### config.mk
export PLATFORM = sky130hd
export DESIGN_NAME = mixdecay_pwm_timer
export DESIGN_NICKNAME = d
export VERILOG_FILES = /design/src/rtl/mixdecay_pkg.sv /design/src/rtl/mixdecay_len_dec.sv /design/src/rtl/mixdecay_phase_det.sv /design/src/rtl/mixdecay_seq.sv /design/src/rtl/mixdecay_pwm_timer.sv
export SDC_FILE = /design/constraint.sdc
export NUM_CORES = 1
export LEC_CHECK = 0
export BUFFER_PORTS_ARGS = -buffer_cell sky130_fd_sc_hd__buf_2
export CORE_MARGIN = 5
export CORE_UTILIZATION = 57
export CTS_BUF_LIST = sky130_fd_sc_hd__clkbuf_8
export CTS_CLUSTER_SIZE = 12
export DETAILED_ROUTE_END_ITERATION = 16
export HOLD_SLACK_MARGIN = 0.08
export PLACE_DENSITY = 0.86
export SLEW_MARGIN = 40
export SYNTH_ARGS = -nofsm -noshare
export SYNTH_HDL_FRONTEND = slang
export SYNTH_SLANG_ARGS = --single-unit
### constraint.sdc
create_clock -name clk -period 3.18 [get_ports clk]
set_clock_uncertainty 0.15 [all_clocks]
set_input_delay 0.318 -clock clk [delete_from_list [all_inputs] [get_ports clk]]
set_output_delay 0.318 -clock clk [all_outputs]
set_load 0.02 [all_outputs]
### src/rtl/mixdecay_pkg.sv
package mixdecay_pkg;
    parameter int TOFF_W  = 5;
    parameter int TFD_W   = 4;
    parameter int BLANK_W = 2;
    parameter int LVL_W   = 6;
    localparam int CNT_W  = TOFF_W + 3;
    localparam int FD_LW  = TFD_W + 3;

    typedef enum logic [1:0] {
        ST_IDLE  = 2'd0,
        ST_ON    = 2'd1,
        ST_DECAY = 2'd2,
        ST_BLANK = 2'd3
    } chop_st_t;

    typedef struct packed {
        logic [CNT_W-1:0] off_len;
        logic [CNT_W-1:0] fd_len;
        logic [CNT_W-1:0] blank_len;
    } len_set_t;

    // (code+1)*8-1 == code*8+7
    function automatic logic [CNT_W-1:0] off_cycles(input logic [TOFF_W-1:0] code);
        return {code, 3'b111};
    endfunction

    function automatic logic [CNT_W-1:0] fd_cycles(input logic [TFD_W-1:0] code);
        logic [FD_LW-1:0] raw;
        raw = {code, 3'b111};
        return CNT_W'(raw);
    endfunction

    function automatic logic [CNT_W-1:0] blank_cycles(input logic [BLANK_W-1:0] code);
        logic [CNT_W-1:0] v;
        case (code)
            2'd0:    v = CNT_W'(4);
            2'd1:    v = CNT_W'(6);
            2'd2:    v = CNT_W'(8);
            default: v = CNT_W'(12);
        endcase
        return v;
    endfunction
endpackage

### src/rtl/mixdecay_len_dec.sv
module mixdecay_len_dec
    import mixdecay_pkg::*;
(
    input  logic [TOFF_W-1:0]  toff_code,
    input  logic [TFD_W-1:0]   tfd_code,
    input  logic [BLANK_W-1:0] blank_code,
    output len_set_t           lens
);
    always_comb begin
        lens.off_len   = off_cycles(toff_code);
        lens.fd_len    = fd_cycles(tfd_code);
        lens.blank_len = blank_cycles(blank_code);
    end
endmodule

### src/rtl/mixdecay_phase_det.sv
module mixdecay_phase_det (
    input  logic clk,
    input  logic rst,
    input  logic phase,
    output logic changed
);
    logic phase_q;

    always_ff @(posedge clk) begin
        if (rst) phase_q <= 1'b0;
        else     phase_q <= phase;
    end

    assign changed = !rst && (phase != phase_q);
endmodule

### src/rtl/mixdecay_seq.sv
module mixdecay_seq
    import mixdecay_pkg::*;
(
    input  logic             clk,
    input  logic             rst,
    input  logic             enable,
    input  logic             trip,
    input  logic             phase_chg,
    input  len_set_t         lens,
    output chop_st_t         st,
    output logic [CNT_W-1:0] cnt
);
    always_ff @(posedge clk) begin
        if (rst) begin
            st  <= ST_IDLE;
            cnt <= '0;
        end else if (!enable) begin
            st  <= ST_IDLE;
            cnt <= '0;
        end else begin
            case (st)
                ST_IDLE: begin
                    st  <= ST_BLANK;
                    cnt <= '0;
                end
                ST_ON: begin
                    if (trip) begin
                        st  <= ST_DECAY;
                        cnt <= '0;
                    end
                end
                ST_DECAY: begin
                    if (cnt == lens.off_len - CNT_W'(1)) begin
                        st  <= ST_BLANK;
                        cnt <= '0;
                    end else begin
                        cnt <= cnt + CNT_W'(1);
                    end
                end
                default: begin
                    if (phase_chg) begin
                        cnt <= '0;
                    end else if (cnt == lens.blank_len - CNT_W'(1)) begin
                        st  <= ST_ON;
                        cnt <= '0;
                    end else begin
                        cnt <= cnt + CNT_W'(1);
                    end
                end
            endcase
        end
    end
endmodule

### src/rtl/mixdecay_pwm_timer.sv
module mixdecay_pwm_timer
    import mixdecay_pkg::*;
(
    input  logic               clk,
    input  logic               rst,
    input  logic               trip_i,
    input  logic               phase_i,
    input  logic               disable_i,
    input  logic [TOFF_W-1:0]  toff_code_i,
    input  logic [TFD_W-1:0]   tfd_code_i,
    input  logic [BLANK_W-1:0] blank_code_i,
    input  logic [LVL_W-1:0]   level_i,
    output logic               src_en_o,
    output logic               fast_o,
    output logic               slow_o
);
    len_set_t         lens;
    chop_st_t         st;
    logic [CNT_W-1:0] cnt;
    logic             phase_chg;
    logic             enable;

    assign enable = !disable_i && (level_i != '0);

    mixdecay_len_dec u_len (
        .toff_code  (toff_code_i),
        .tfd_code   (tfd_code_i),
        .blank_code (blank_code_i),
        .lens       (lens)
    );

    mixdecay_phase_det u_phase (
        .clk     (clk),
        .rst     (rst),
        .phase   (phase_i),
        .changed (phase_chg)
    );

    mixdecay_seq u_seq (
        .clk       (clk),
        .rst       (rst),
        .enable    (enable),
        .trip      (trip_i),
        .phase_chg (phase_chg),
        .lens      (lens),
        .st        (st),
        .cnt       (cnt)
    );

    always_comb begin
        src_en_o = (st == ST_ON) || (st == ST_BLANK);
        fast_o   = (st == ST_DECAY) && (cnt < lens.fd_len);
        slow_o   = (st == ST_DECAY) && (cnt >= lens.fd_len);
    end
endmodule

==> metrics.cfg, run 1 <==
[grt]
grt_max_degree = 10
antenna_found_initial = 0
grt-ovfl-total = 0
grt_pass1_vias = 856
grt_use_total_pct = 18.4
grt_pass1_wl_microns = 3660

[setup_path]
path_max_fanout = 7
critical_path_class = flop to primary output
end_kind = primary output
critPathArrivalTime_ns = 1.93
worstPathRequired_ns = 2.71
cp-start-kind = flop

[timing]
slew_viol_final = 0
fmax_mhz = 417
rsz0062_at_grt = false
fin_crit_ns = 2.40
tns_ns = 0
final-hold-violation-count = 0
relSlewSlack_pct = 63.8
setup_viol = 0
fin_crit_sh_pct = 75.5
worst_slew_pin_slew_ns = 0.540
hold_slack_ns = 0.140

[clock_network]
clock_sinks = 11
path_clk_slew_ns = 0.05
cts_root_buf = clkbuf_8
cts_max_level = 1
cts_hold_buffers = 0
clkLatencyLatePin_ns = 0.24
cts_setup_buffers = 0
cts_resized = 0
cts_tree = yes
clockBufferDepth = 2
numCtsBuffers = 3

[synth]
synth-edff-count = 0
synth_area_leaders = dfxtp_1 (24%), ha_1 (19%), xor2_1 (11%), nor2_1 (5.0%), a21oi_1 (3.9%)
synth_fp_nets = 143
synth_cells = 107
synthTopCellsByCount = ha_1 (14), nor2_1 (12), dfxtp_1 (11), xor2_1 (11), inv_1 (8)
syn_area_sq_um = 905
ys_seq_elements = 11
syn_avg_cell_area_sq_um = 8.45
synth_cell_types = 31
yosysTopAreaCellShare_pct = 24.3
synthArstFlopShare_pct = 0
synth-seq-area-share_pct = 24.3
post-synth-top-count-cell = ha_1
yosysWarningCount = 0
yosys_most_used_dff = dfxtp_1
synth_top_area_cell = dfxtp_1

[die]
io_pins = 25
die_area_sq_mm = 0.00248
rows = 14
die_h_microns = 49.8
start_util_pct = 60.0
coreArea_sq_mm = 0.00151
die_w_microns = 49.8

[layout]
final_cells = 149
synthToLayoutAreaGrowth_pct = 18.7
fin_util_pct = 71.3
n_fill_cell = 128
finalInstanceArea_sq_mm = 0.00107
drive_gt1_share_pct = 24.1
fin_nets = 170
n_antenna_cell = 0

[routing]
route.detailed.drc = 0
wl_microns = 2080
dr.pass1.iters = 4
first_iter_violations = 33
vias_per_cell = 5.60
routed-via-count = 834
wl_per_cell_microns = 14.0
antenna_left = 0

[placed_design]
dp_hpwl_microns = 1650
dp_cells = 145
portBuffers = 24
routabilityCongestion = 0.839
placed_area_sq_mm = 0.00103

[run_status]
status = finished clean

[flow_run]
maxCapViolCount = 0

[worst_hold_path]
min_path_type = input pin to flop

[pwr]
ir_worst_vdd_v = 0.000207
power_density_mw_per_mm2 = 351
p_leak_nw = 0.533

[metal layers]
| layer | vias up | part of all wire (%) | track usage, % |
|---|---|---|---|
| met2 | 32 | 49 | 29.0 |
| met1 | 374 | 42 | 22.4 |
| met4 | 0 | 2.0 | 9.17 |
| li1 | 422 | - | - |
| met3 | 6 | 6.8 | 5.42 |
| met5 | - | 0 | 0 |
[registers in the layout, summed over array words and instances (netlist names)]
signal           count
u_phase.phase_q      1
u_seq.cnt            8
u_seq.st             2
[stage by stage]
stage	total power, mW	worst slack, ns
4_1_cts	0.379	0.791
5_1_grt	0.397	0.628
2_1_floorplan	0.207	1.21
6_report	0.377	0.780
3_3_place_gp	0.230	1.08
3_5_place_dp	0.236	1.02
[final timing paths]
| kind | from | endpoint | slack (ns) | cells after the start |
|---|---|---|---|---|
| hold / removal | rst | u_phase.phase_q | 0.14 | 2 |
| setup / recovery | u_seq.cnt[3] | fast_o | 0.78 | 7 |
| hold reg to reg | u_seq.cnt[0] | u_seq.cnt[0] | 0.37 | 2 |
| setup reg to reg | u_seq.cnt[0] | u_seq.cnt[1] | 0.99 | 7 |
[layout by cell type, fill, tap and decap left out, drive strengths merged]
cell type,synthesis,layout
xor2,11,11
clkbuf,0,3
buf,2,24
a21oi,7,7
o31ai,2,2
xnor2,3,3
o21ai,4,4
a31oi,1,1
or3,2,2
nand2b,2,2
nor4,1,1
a311oi,2,2
nand2,4,4
inv,8,9
a311o,1,1
nand3,1,1
a31o,1,1
and3,4,4
nor3,2,2
nand4,3,3
ha,14,14
a21boi,1,1
or2,2,2
or4,1,1
nor2b,3,3
nor2,13,13
dfxtp,11,11
a211oi,1,1
[worst max-delay path: stages (launching register included)]
cell and delay, ns:
dfxtp_1 0.46, ha_1 0.29, a31o_2 0.24, a21oi_1 0.15
nor2b_1 0.06, o21ai_0 0.17, and3_1 0.17, buf_2 0.15
[report_power, final]
group	total (mW)	leakage, nW	internal, mW	switching, mW
registers	0.148	0.0893	0.143	0.00545
clock network	0.142	0.0269	0.0851	0.0571
logic	0.0868	0.417	0.0388	0.0481
total	0.377	0.533	0.266	0.111
[area by class of cell]
type                       instances  area, sq um  area share, %
clock buffer                       3         41.3           3.85
clock inverter                     1         3.75          0.350
inverter                           8         30.0           2.80
multi-input combinational         86          638           59.4
sequential                        11          220           20.5
tap                               16         20.0           1.86
timing repair buffer              24          120           11.2
[kinds of logic after synthesis]
logic type / Yosys count / synth area share, %
buffers and inverters: 10 / 5.12
adders and majority gates: 14 / 19.4
DFF: 11 / 24.3
xor gates and xnor gates: 14 / 13.6
and+or+nand+nor: 38 / 22.0
AOI/OAI and AO/OA: 20 / 15.6
No activity file was read; power rests on OpenSTA's default activity.
==> inputs of run 2 (changes only) <==
- CORE_UTILIZATION: 57 -> 48
- PLACE_DENSITY: 0.86 -> 0.77
- clock period: 3.18 -> 2.1 ns (I/O delays scaled with it)
==> run 2 against run 1 <==
Compared with the run above:
- sequential share of layout area decreased by 2.1 points
- via count up 3.7%
- wire length shrank 0.29%
- largest cell class unchanged
==> metrics.cfg, run 2 (synthesis gave the netlist of run 1 again) <==
[run_status]
status = finished clean

[placed_design]
routabilityCongestion = 0.845
dp_cells = 158
portBuffers = 24
post-place-ws_ns = 0.0691
dp_hpwl_microns = 1590
placed_area_sq_mm = 0.00107

[timing]
fmax_mhz = 489
fin_crit_sh_pct = 97.5
setup_viol = 0
tns_ns = 0
relSlewSlack_pct = 63.7
fin_crit_ns = 2.05
setup_ws_ns = 0.0534
final-hold-violation-count = 0
rsz0062_at_grt = true
slew_viol_final = 0
worst_slew_pin_slew_ns = 0.541

[grt]
antenna_found_initial = 0
grt_use_total_pct = 16.4
grt_pass1_wl_microns = 3360
grt_max_degree = 8
grt_pass1_vias = 813
grt-ovfl-total = 0

[routing]
first_iter_violations = 8
antenna_left = 0
wl_met2_microns = 1020
route.detailed.drc = 0
vias_per_cell = 5.21
wl_met3_microns = 130
dr.pass1.iters = 6
wl_per_cell_microns = 12.5
m1WireLength_microns = 890
top_layer_used = met4
routed-via-count = 865
wl_microns = 2080

[layout]
largest_reg_flops = 8
synthToLayoutAreaGrowth_pct = 34.4
final_cells = 166
drive_gt1_share_pct = 31.9
mostFrequentLayoutCells = buf_2 (23), nor2_1 (12), ha_1 (12)
fin_nets = 178
layout_commonest_cell = buf_2
finalInstanceArea_sq_mm = 0.00122
regMostFlops = u_seq.cnt
n_antenna_cell = 0
reg_top3 = u_seq.cnt: 8 flops, u_seq.st: 2 flops, u_phase.phase_q: 1 flops

[worst_hold_path]
min_path_type = input pin to flop

[die]
coreArea_sq_mm = 0.00176
io_pins = 25
die_area_sq_mm = 0.00285
die_h_microns = 53.4
start_util_pct = 51.3
rows = 15
die_w_microns = 53.4

[pwr]
power_density_mw_per_mm2 = 479
p_leak_nw = 0.580
ir_worst_vdd_v = 0.000328

[setup_path]
path_max_fanout = 4
critPathArrivalTime_ns = 1.69
critical_path_class = flop to primary output
end_kind = primary output
worstPathRequired_ns = 1.74
cp-start-kind = flop

[clock_network]
path_clk_slew_ns = 0.05
numCtsBuffers = 3
cts_max_level = 1
clkLatencyLatePin_ns = 0.24
clock_sinks = 11
cts_root_buf = clkbuf_8
cts_tree = yes
clockBufferDepth = 2

[flow_run]
maxCapViolCount = 0

run 2: changes by cell type in the layout (fill, tap and decap cells not counted), moves of 2 or more:
cell,change
dfxtp_1,-3
dfxtp_2,+3
ha_4,+2
ha_1,-2
dlygate4sd3_1,+2
buf_4,+5
buf_6,+2
run 2: path summary, 6_finish.rpt:
| check | startpoint | endpoint | slack [ns] | cells after the start |
|---|---|---|---|---|
| max | u_seq.cnt[0] | fast_o | 0.05 | 8 |
| min | disable_i | u_seq.st[0] | 0.17 | 3 |
| min reg2reg | u_seq.st[1] | u_seq.st[1] | 0.40 | 2 |
| max reg2reg | u_seq.cnt[0] | u_seq.cnt[3] | 0.17 | 7 |
run 2: area by class of cell:
class / instances / area (sq um)
timing repair buffer: 32 / 195
tap: 25 / 31.3
multi-input combinational: 86 / 691
clock buffer: 3 / 41.3
clock inverter: 1 / 3.75
sequential: 11 / 224
inverter: 8 / 30.0
fill: 151 / 548
run 2: report_power, final:
group	switching, mW	internal [mW]
Sequential	0.00811	0.216
Clock	0.0879	0.129
Combinational	0.0743	0.0676
Total	0.170	0.413
run 2: metal layers:
layer | GRT usage [%] | vias up
met5 | 0 | -
met4 | 8.94 | 0
met3 | 3.94 | 5
met2 | 29.0 | 28
met1 | 17.6 | 396
li1 | - | 436
run 2: critical path, cell delays in order, from the launching register on:
cell and delay [ns]:
dfxtp_2 0.32, buf_6 0.12, ha_4 0.16, a31o_4 0.22, a21oi_2 0.13, nor2b_1 0.05, o21ai_1 0.13, and3_1 0.19
buf_6 0.12
run 2: stage by stage:
stage | hold slack (ns) | power, mW | utilization [%]
2_1_floorplan | 0.132 | 0.314 | -
3_3_place_gp | 0.274 | 0.354 | 60.6
3_5_place_dp | 0.281 | 0.358 | 60.6
4_1_cts | 0.169 | 0.583 | 65.6
5_1_grt | 0.178 | 0.611 | 68.9
6_report | 0.166 | 0.583 | 68.9
run 2: timing repair:
item                       in CTS  in global routing
pin swaps                       4                  4
cloned                          0                  0
setup buffers                   0                  2
setup endpoints to repair       2                 11
gates resized for setup         6                  8
hold endpoints to repair        1                  0
hold buffers                    2                  0
==> inputs of run 3 (changes only) <==
- ABC_AREA: default -> 1
- CORE_UTILIZATION: 48 -> 50
- PLACE_DENSITY: 0.77 -> 0.78
- SLEW_MARGIN: 40 -> default
==> run 3 against run 2 <==
Compared with the run above:
- final cell count up 45%
- final area up 7.0%
- combinational power up 25%
- area after synthesis up 19%
==> metrics.cfg, run 3 <==
[flow_run]
maxCapViolCount = 0

[run_status]
status = finished clean

[synth]
yosys_most_used_dff = dfxtp_1
syn_area_sq_mm = 0.00108
ys_seq_elements = 11
yosysTopAreaCellShare_pct = 20.4
synthTopCellsByCount = nand2_1 (47), inv_1 (38), nor2_1 (23)
post-synth-top-count-cell = nand2_1
synth-seq-area-share_pct = 20.4
yosysWarningCount = 0
synth-edff-count = 0
syn_avg_cell_area_sq_um = 5.86
synth_area_leaders = dfxtp_1 (20%), nand2_1 (16%), ha_1 (16%), inv_1 (13%), nor2_1 (8.0%)
synth_cells = 184
synthArstFlopShare_pct = 0
synth_fp_nets = 220
synth_top_area_cell = dfxtp_1
synth_cell_types = 19

[grt]
use_met2_pct = 29.7
grt-ovfl-total = 0
grt_max_degree = 18
grt_pass1_wl_microns = 4410
grt.busiest_layer = met2
met3_usage_pct = 3.44
grt_use_total_pct = 17.3
grt_pass1_vias = 1117
use_met1_pct = 19.7
antenna_found_initial = 0

[pwr]
comb_power_share_pct = 28.3
power_frac_seq_pct = 36.1
clock_power_share_pct = 35.6
p_leak_nw = 0.729
power_density_mw_per_mm2 = 481
ir_worst_vdd_v = 0.000395
switching_share_pct = 34.1
p_sw_mw = 0.214
intPower_mw = 0.413

[setup_path]
reg2reg_slack_ns = 0.25
critPathArrivalTime_ns = 1.63
reg2reg_from = u_seq.st[1]
cp-start-kind = flop
worstPathRequired_ns = 1.74
critPathMaxStageDelay_ns = 0.34
end_kind = primary output
path_cells = ha_1 > nand2_2 > nor2_1 > o21ai_1 > a21boi_1 > o21ai_1 > nand2_1 > nor2_1 > buf_4
path_max_fanout = 6
slowest_stage = dfxtp_2
critical_path_class = flop to primary output
crit_start = u_seq.cnt[0]
timing.rr.end = u_seq.cnt[6]
reg2reg_depth = 9

[routing]
wl_per_cell_microns = 11.1
vias_per_cell = 4.92
routed-via-count = 1181
antenna_left = 0
first_iter_violations = 46
wl_microns = 2660
route.detailed.drc = 0
dr.pass1.iters = 5

[layout]
reg_top3 = u_seq.cnt: 8 flops, u_seq.st: 2 flops, u_phase.phase_q: 1 flops
regArea_sq_um = 223
multiInputGateArea_sq_um = 707
n_fill_cell = 193
fin_nets = 250
mostFrequentLayoutCells = nand2_1 (46), inv_1 (39), nor2_1 (23), buf_2 (23), nand3_1 (15)
largest_reg_flops = 8
n_antenna_cell = 0
synthToLayoutAreaGrowth_pct = 20.6
fin_util_pct = 65.0
regMostFlops = u_seq.cnt
layout_commonest_cell = nand2_1
drive_gt1_share_pct = 17.4

[die]
die_area_sq_mm = 0.00319
rows = 16
coreArea_sq_mm = 0.00200
start_util_pct = 53.9
io_pins = 25
die_h_microns = 56.4
die_w_microns = 56.4

[timing]
relSlewSlack_pct = 81.9
fin_crit_sh_pct = 94.9
fin_crit_ns = 1.99
worst_slew_pin_slew_ns = 0.270
slew_viol_final = 0
final-hold-violation-count = 0
fmax_mhz = 502
setup_viol = 0
tns_ns = 0
rsz0062_at_grt = false

[clock_network]
clkLatencyLatePin_ns = 0.25
cts_setup_buffers = 0
cts_root_buf = clkbuf_8
cts_tree = yes
cts_max_level = 1
clockBufferDepth = 2
clock_sinks = 11
path_clk_slew_ns = 0.06
numCtsBuffers = 3

[placed_design]
portBuffers = 24
dp_hpwl_microns = 2010
routabilityCongestion = 0.834

[worst_hold_path]
min_path_type = input pin to flop
min-delay-start = trip_i
whs_path_depth = 4
whs_endpoint = u_seq.cnt[0]

-- run 3: cell types whose count changed in the layout (fill, tap and decap cells not counted), sizes merged, moves of 3 or more --
cell / previous run / this run
a21oi: 7 / 11
and3: 4 / 0
buf: 30 / 24
inv: 9 / 41
nand2: 4 / 49
nand3: 1 / 16
nor2: 13 / 25
nor2b: 3 / 0
o21ai: 4 / 8
xnor2: 3 / 0
xor2: 11 / 0
-- run 3: power groups by stage --
stage | Sequential (mW) | Combinational [mW] | Clock, mW
after global routing | 0.227 | 0.200 | 0.237
after detailed placement | 0.230 | 0.167 | 0
after global placement | 0.229 | 0.162 | 0
final | 0.226 | 0.177 | 0.223
after CTS | 0.226 | 0.175 | 0.225
after floorplan | 0.228 | 0.118 | 0
-- run 3: logic make-up (layout without fill, tap and decap cells) --
group	count (synthesis)	count (layout)	share of synthesized area [%]
AO/OA/AOI/OAI	22	22	10.9
adder cells (fa/ha/maj)	14	14	16.2
buffers and inverters	41	70	14.3
flip-flops	11	11	20.4
AND/OR/NAND/NOR	96	96	38.2
-- run 3: through the flow --
step           setup WS (ns)  total power, mW  std cells  instance area [sq um]  hold WS, ns
2_1_floorplan          0.321            0.346        184                   1080        0.131
3_3_place_gp           0.261            0.391        234                   1230        0.230
3_5_place_dp           0.188            0.398        234                   1230        0.238
4_1_cts              0.00219            0.626        240                   1300        0.126
5_1_grt              0.00420            0.664        240                   1300        0.153
6_report               0.107            0.626        240                   1300        0.114
-- run 3: how the worst max path moves through the flow --
stage               slack [ns]  endpoint  cells past startpoint
finish                    0.11    fast_o                      9
CTS                      0.002    fast_o                      9
global placement          0.26    fast_o                      9
floorplan                 0.32    fast_o                      8
global route             0.004    fast_o                      9
detailed placement        0.19    fast_o                      9
-- run 3: per-layer routing --
layer / wire length (microns) / vias up
li1: - / 627
met1: 1170 / 507
met2: 1260 / 42
met3: 190 / 5
met4: 44 / 0
met5: 0 / -
-- run 3: worst max-delay path: cells and delay by family (launching register included) --
| kind | cells | cell delay (ns) |
|---|---|---|
| AO/OA/AOI/OAI | 3 | 0.37 |
| adder cells (fa/ha/maj) | 1 | 0.23 |
| flip-flops | 1 | 0.34 |
| AND/OR/NAND/NOR | 4 | 0.31 |
| buffers and inverters | 1 | 0.14 |
-- run 3: repair_timing --
action / CTS / global route
endpoints found under the hold margin: 1 / 0
endpoints found under the setup margin: 2 / 2
pin swaps: 1 / 1
gates cloned: 0 / 0
gates resized for setup: 3 / 4
hold buffers: 2 / 0
-- run 3: layout make-up --
cell class                 instances  area share, %
multi-input combinational        132           54.3
timing repair buffer              26           11.0
clock inverter                     1          0.288
clock buffer                       3           3.17
sequential                        11           17.1
inverter                          40           11.5
tap                               27           2.60
